===== config.mk =====
export PLATFORM = sky130hd
export DESIGN_NAME = wb_cache
export DESIGN_NICKNAME = d
export VERILOG_FILES = /design/src/rtl/wb_cache.sv
export SDC_FILE = /design/constraint.sdc
export NUM_CORES = 1
export LEC_CHECK = 0
export BUFFER_PORTS_ARGS = -buffer_cell sky130_fd_sc_hd__buf_2
export CAP_MARGIN = 20
export CORE_AREA = 2 2 182 184
export DETAILED_ROUTE_END_ITERATION = 16
export DIE_AREA = 0 0 184 186
export GPL_ROUTABILITY_DRIVEN = 0
export GPL_TIMING_DRIVEN = 0
export PLACE_DENSITY = 0.75
export SETUP_SLACK_MARGIN = 0.02
export SYNTH_ARGS = -nofsm -noshare
export SYNTH_HDL_FRONTEND = slang
export SYNTH_SLANG_ARGS = --single-unit

===== constraint.sdc =====
create_clock -name clk -period 4.4 [get_ports clk]
set_input_delay 0.22 -clock clk [delete_from_list [all_inputs] [get_ports clk]]
set_output_delay 0.22 -clock clk [all_outputs]
set_load 0.01 [all_outputs]

===== src/rtl/wb_cache.sv =====
module wb_cache #(
  parameter int AW    = 6,
  parameter int LINES = 4,
  parameter int BLKB  = 4,
  parameter int QD    = 2,
  parameter int CW    = 16
) (
  input  logic                     clk,
  input  logic                     rst_n,
  input  logic                     cpu_valid,
  input  logic                     cpu_we,
  input  logic [AW-1:0]            cpu_addr,
  input  logic [7:0]               cpu_wdata,
  output logic                     cpu_ready,
  output logic [7:0]               cpu_rdata,
  output logic                     mem_rd_req,
  output logic [AW-$clog2(BLKB)-1:0] mem_rd_addr,
  input  logic                     mem_rd_ack,
  input  logic [8*BLKB-1:0]        mem_rd_data,
  output logic                     mem_wr_req,
  output logic [AW-$clog2(BLKB)-1:0] mem_wr_addr,
  output logic [8*BLKB-1:0]        mem_wr_data,
  input  logic                     mem_wr_ack,
  input  logic                     flush,
  output logic                     flush_done,
  output logic [CW-1:0]            hit_count,
  output logic [CW-1:0]            miss_count
);
  localparam int OW = $clog2(BLKB);
  localparam int TW = AW - OW;
  localparam int BW = 8 * BLKB;
  localparam int LW = $clog2(LINES);
  localparam int QW = $clog2(QD);

  typedef enum logic [2:0] {S_IDLE, S_EVICT, S_FILL, S_FLUSH, S_FDONE} st_t;
  st_t st;

  logic [LINES-1:0] vld, dty;
  logic [TW-1:0]    tag [LINES];
  logic [BW-1:0]    dat [LINES];
  logic [LW-1:0]    age [LINES];
  logic [TW-1:0]    qa [QD];
  logic [BW-1:0]    qd [QD];
  logic [QW-1:0]    qh, qt;
  logic [QW:0]      qn;
  logic [LW-1:0]    vic, fidx;
  logic             replay;

  logic [TW-1:0]    req_tag;
  logic [OW-1:0]    off;
  logic             hit, fwd_hit, anyinv;
  logic [LW-1:0]    hway, inv, old, vsel, pidx;
  logic [BW-1:0]    fwd_data;
  logic [LINES-1:0] oldv;

  assign req_tag = cpu_addr[AW-1:OW];
  assign off     = cpu_addr[OW-1:0];

  always_comb begin
    hit = 1'b0; hway = '0;
    inv = '0; anyinv = 1'b0; old = '0; oldv = '0;
    for (int i = 0; i < LINES; i++) begin
      if (vld[i] && tag[i] == req_tag) begin hit = 1'b1; hway = LW'(i); end
      oldv[i] = (age[i] == LW'(LINES-1));
      if (oldv[i]) old = LW'(i);
    end
    for (int i = LINES-1; i >= 0; i--)
      if (!vld[i]) begin inv = LW'(i); anyinv = 1'b1; end
    vsel = anyinv ? inv : old;
  end

  always_comb begin
    fwd_hit = 1'b0; fwd_data = '0;
    for (int k = 0; k < QD; k++) begin
      logic [QW-1:0] idx;
      idx = qh + QW'(k);
      if ((QW+1)'(k) < qn && qa[idx] == req_tag) begin
        fwd_hit = 1'b1; fwd_data = qd[idx];
      end
    end
  end

  wire flush_go = flush && !replay;
  wire room     = (qn != (QW+1)'(QD));
  assign pidx   = (st == S_FLUSH) ? fidx : vic;
  wire pdirty   = vld[pidx] && dty[pidx];
  wire push     = (st == S_EVICT || st == S_FLUSH) && pdirty && room;
  wire pop      = mem_wr_req && mem_wr_ack;

  assign cpu_ready   = (st == S_IDLE) && cpu_valid && hit && !flush_go;
  assign cpu_rdata   = dat[hway][{off, 3'b000} +: 8];
  assign mem_rd_req  = (st == S_FILL) && !fwd_hit;
  assign mem_rd_addr = req_tag;
  assign mem_wr_req  = (qn != '0);
  assign mem_wr_addr = qa[qh];
  assign mem_wr_data = qd[qh];
  assign flush_done  = (st == S_FDONE) && (qn == '0);

  always_ff @(posedge clk) begin
    if (!rst_n) begin
      st <= S_IDLE; vld <= '0; dty <= '0;
      qh <= '0; qt <= '0; qn <= '0;
      vic <= '0; fidx <= '0; replay <= 1'b0;
      hit_count <= '0; miss_count <= '0;
      for (int i = 0; i < LINES; i++) begin
        age[i] <= LW'(i); tag[i] <= '0; dat[i] <= '0;
      end
      for (int k = 0; k < QD; k++) begin qa[k] <= '0; qd[k] <= '0; end
    end else begin
      if (push) begin
        qa[qt] <= tag[pidx]; qd[qt] <= dat[pidx]; qt <= qt + 1'b1;
      end
      if (pop) qh <= qh + 1'b1;
      qn <= qn + (QW+1)'(push) - (QW+1)'(pop);

      case (st)
        S_IDLE: begin
          if (flush_go) begin
            st <= S_FLUSH; fidx <= '0;
          end else if (cpu_valid) begin
            if (hit) begin
              replay <= 1'b0;
              if (!replay) hit_count <= hit_count + 1'b1;
              for (int i = 0; i < LINES; i++)
                if (LW'(i) == hway) age[i] <= '0;
                else if (age[i] < age[hway]) age[i] <= age[i] + 1'b1;
              if (cpu_we) begin
                dat[hway][{off, 3'b000} +: 8] <= cpu_wdata;
                dty[hway] <= 1'b1;
              end
            end else begin
              miss_count <= miss_count + 1'b1;
              vic <= vsel;
              st  <= S_EVICT;
            end
          end
        end
        S_EVICT: begin
          if (!pdirty || room) begin
            vld[vic] <= 1'b0; dty[vic] <= 1'b0; st <= S_FILL;
          end
        end
        S_FILL: begin
          if (fwd_hit || mem_rd_ack) begin
            vld[vic] <= 1'b1; dty[vic] <= 1'b0; tag[vic] <= req_tag;
            dat[vic] <= fwd_hit ? fwd_data : mem_rd_data;
            replay <= 1'b1;
            st <= S_IDLE;
          end
        end
        S_FLUSH: begin
          if (!pdirty || room) begin
            vld[fidx] <= 1'b0; dty[fidx] <= 1'b0;
            if (fidx == LW'(LINES-1)) st <= S_FDONE;
            else fidx <= fidx + 1'b1;
          end
        end
        S_FDONE: if (qn == '0) st <= S_IDLE;
        default: st <= S_IDLE;
      endcase
    end
  end

  // queue head held until acknowledged
  a_r5_head_hold: assert property (@(posedge clk) disable iff (!rst_n)
    mem_wr_req && !mem_wr_ack |=> mem_wr_req && $stable(mem_wr_addr) && $stable(mem_wr_data));
  a_r5_no_overflow: assert property (@(posedge clk) disable iff (!rst_n)
    qn <= (QW+1)'(QD));
  // read request held until acknowledged
  a_r6_rd_hold: assert property (@(posedge clk) disable iff (!rst_n)
    mem_rd_req && !mem_rd_ack |=> mem_rd_req && $stable(mem_rd_addr));
  // a completed fill leaves the line valid and clean
  a_r2_fill_clean: assert property (@(posedge clk) disable iff (!rst_n)
    (st == S_FILL) && (fwd_hit || mem_rd_ack) |=> vld[vic] && !dty[vic]);
  // exactly one line is oldest
  a_r7_one_oldest: assert property (@(posedge clk) disable iff (!rst_n)
    $onehot(oldv));
  // completion leaves the array empty
  a_r10_done_empty: assert property (@(posedge clk) disable iff (!rst_n)
    flush_done |-> vld == '0);
  // a full queue with a dirty victim stalls reads
  a_r8_stall: assert property (@(posedge clk) disable iff (!rst_n)
    (st == S_EVICT) && vld[vic] && dty[vic] && !room |=> !mem_rd_req);
endmodule


==> impl_metrics.toml <==
[finish]
design_area_um2 = 18020
num-nets-final = 1826
drive_above_1_share_pct = 18.28
area_growth_pct = 13.60
utilization_pct = 55.96
n_fill_cell = 2696

[placed_design]
portBuffers = 131
place_area_um2 = 17080
dp.final_hpwl_um = 39110
place_ws_ps = -653.2

[synthesis]
ys.flop_type = "edfxtp_1"
synth_area_per_cell_um2 = 10.01
synthesis.instances = 1585
synth-edff-count = 224
synth_most_common_cell = "edfxtp_1"
synth_nets = 1658
synth-seq-cells = 277
synth_common_cells = "edfxtp_1, nand2_1, nor2_1"
synth_area_leaders = "edfxtp_1, dfxtp_1, mux2_2, nand2_1, nor2_1"
async_flop_share_pct = 0
synthDistinctLibCells = 75
synth_largest_area_cell = "edfxtp_1"
synth_area_um2 = 15870
yosys_warnings = 0
synth_top_area_share_pct = 42.40
ys_seq_area_share_pct = 49.09

[setup_path]
r2r_slack_ps = 150
setup.worst_path.start = "tag[2][2]$_SDFFCE_PN0P_"
cp_data_required_time_ps = 4180
crit_fanout = 10
start_kind = "flop"
critPathArrivalTime_ps = 4090
worstReg2RegEnd = "age[2][1]$_SDFFCE_PN1P_"
cp-end-kind = "output port"
path_class = "reg -> out"
endpoint = "cpu_rdata[5]"
reg2regPathDepth = 13
r2r-start = "tag[2][2]$_SDFFCE_PN0P_"

[sta]
max_freq_mhz = 232.1
max-slew-margin-rel_pct = 19.61
setup_viol = 0
setup_slack_ps = 91.68
hold_slack_ps = 107.3
worst_pin_slew_ps = 1197
drv_slew = 0
skew_ps = 15.53
final.period_utilization_pct = 97.92
rsz0062_at_grt = "no"
final_hold_viol_count = 0
min_period_ps = 4308

[cts]
cts_root_buf = "clkbuf_16"
cts_tree = "yes"
ctsHtreeMaxLevel = 1
clockBufferDepth = 3
clkSinkCount = 277
cts_buffers = 29
clkSlewWorstSetupHoldPaths_ps = 60
clock_latency_ps = 560

[floorplan]
ios = 137
core_um2 = 32210
die_area_um2 = 34220
start_util_pct = 49.26
die_h_um = 186
num_rows = 66
die_x_um = 184

[drt]
via_per_inst = 6.418
finalWirelength_um = 53370
wl_per_cell_um = 24.47
first_iter_violations = 1700
first_pass_iters = 6
num_vias = 13998
ant_nets = 0
route.detailed.drc = 0

[outcome]
outcome = "complete, no violations"

[power]
p_total_mw = 6.601
power.density_nw_per_um2 = 366.3
ir_drop_uv = 320.1
p_leak_nw = 6.693

[global_routing]
grt_pass1_vias = 13285
grt_max_degree = 37
gr-usage-all-layers_pct = 30.80
grt_pass1_wl_um = 79100
grt_antenna_before_repair = 3
grt-ovfl-total = 0

[flow_run]
cap_violations = 0

[worst_hold_path]
hp-class = "in -> reg"
## routing by layer
| layer | GRT usage, % | routed length [µm] | vias up |
|---|---|---|---|
| li1 | - | - | 6151 |
| met1 | 40.17 | 20360 | 6628 |
| met2 | 47.91 | 23390 | 995 |
| met3 | 7.376 | 6513 | 220 |
| met4 | 15.81 | 3082 | 4 |
| met5 | 0 | 27 | - |
## state kept, by name (all words and copies together) (netlist names), 2 cells and up, named ones only
| signal | count |
|---|---|
| dat | 128 |
| qd | 64 |
| hit_count | 16 |
| miss_count | 16 |
| tag | 16 |
| age | 8 |
| qa | 8 |
| dty | 4 |
| vld | 4 |
| st | 3 |
| fidx | 2 |
| qn | 2 |
| vic | 2 |
## how the worst min path moves through the flow
| stage | startpoint | end | slack, ps | depth (start not counted) |
|---|---|---|---|---|
| after floorplan | cpu_we | dty[3]$_SDFFE_PN0P_ | 370 | 2 |
| after global placement | dty[3]$_SDFFE_PN0P_ | dty[3]$_SDFFE_PN0P_ | 470 | 2 |
| after detailed placement | dty[3]$_SDFFE_PN0P_ | dty[3]$_SDFFE_PN0P_ | 480 | 2 |
| after CTS | cpu_valid | st[0]$_SDFFE_PN0P_ | 110 | 4 |
| after global routing | cpu_wdata[7] | dat[3][23]$_DFFE_PP_ | 130 | 3 |
| final | cpu_wdata[7] | dat[3][23]$_DFFE_PP_ | 110 | 3 |
## final cells by class
cell class / instances / area (µm²) / area share [%]
Clock inverter: 11 / 111.4 / 0.6179
Buffer: 104 / 473.0 / 2.624
Timing Repair Buffer: 138 / 723.2 / 4.013
Sequential cell: 277 / 7787 / 43.21
Multi-Input combinational cell: 1124 / 7355 / 40.81
Antenna cell: 1 / 2.502 / 0.01389
Tap cell: 408 / 510.5 / 2.833
Clock buffer: 39 / 763.2 / 4.235
Inverter: 79 / 296.5 / 1.645
## repair_timing
action | in CTS | in global routing
gates resized for setup | 4 | 5
pin swaps | 1 | 0
gates cloned | 0 | 0
hold buffers | 1 | 0
buffers inserted | 1 | 0
endpoints found under the setup margin | 22 | 39
hold endpoints to repair | 1 | 0
## through the flow
step	cells	TNS [ps]
6_report	2181	0
5_1_grt	2180	0
4_1_cts	2178	0
3_5_place_dp	2127	-4768
3_3_place_gp	2124	-45020
2_1_floorplan	1585	0
## critical path, cell delays in order, from the launching register on
cell and delay, ps:
edfxtp_1 440, xnor2_1 160, nand3_1 160, or4_1 160
clkbuf_1 290, clkbuf_1 550, clkbuf_1 580, nand3_1 150
a21o_1 250, a221oi_1 450, a31o_2 200, buf_2 130
## where the power goes
group | internal (mW) | switching, mW
registers | 2.96 | 0.0900
clock network | 1.32 | 1.03
logic | 0.441 | 0.757
## cell usage in the layout, fill, tap and decap left out, types with 53 or more instances in the layout
| cell type | count |
|---|---|
| edfxtp_1 | 224 |
| nand2_1 | 158 |
| buf_2 | 154 |
| nor2_1 | 139 |
| and2_1 | 81 |
| inv_1 | 78 |
| nor2b_1 | 70 |
| clkbuf_1 | 68 |
| a21oi_1 | 68 |
| o21ai_0 | 62 |
| mux2_2 | 58 |
| dfxtp_1 | 53 |
## cell families after synthesis
kind of cell	Yosys count	synth area share (%)
adders and majority gates	20	1.577
xor gates and xnor gates	40	2.208
muxes	90	6.159
buffers and inverters	184	4.858
AOI/OAI and AO/OA	371	16.59
and+or+nand+nor	603	19.52
DFF	277	49.09
No activity file was read; power rests on OpenSTA's default activity.
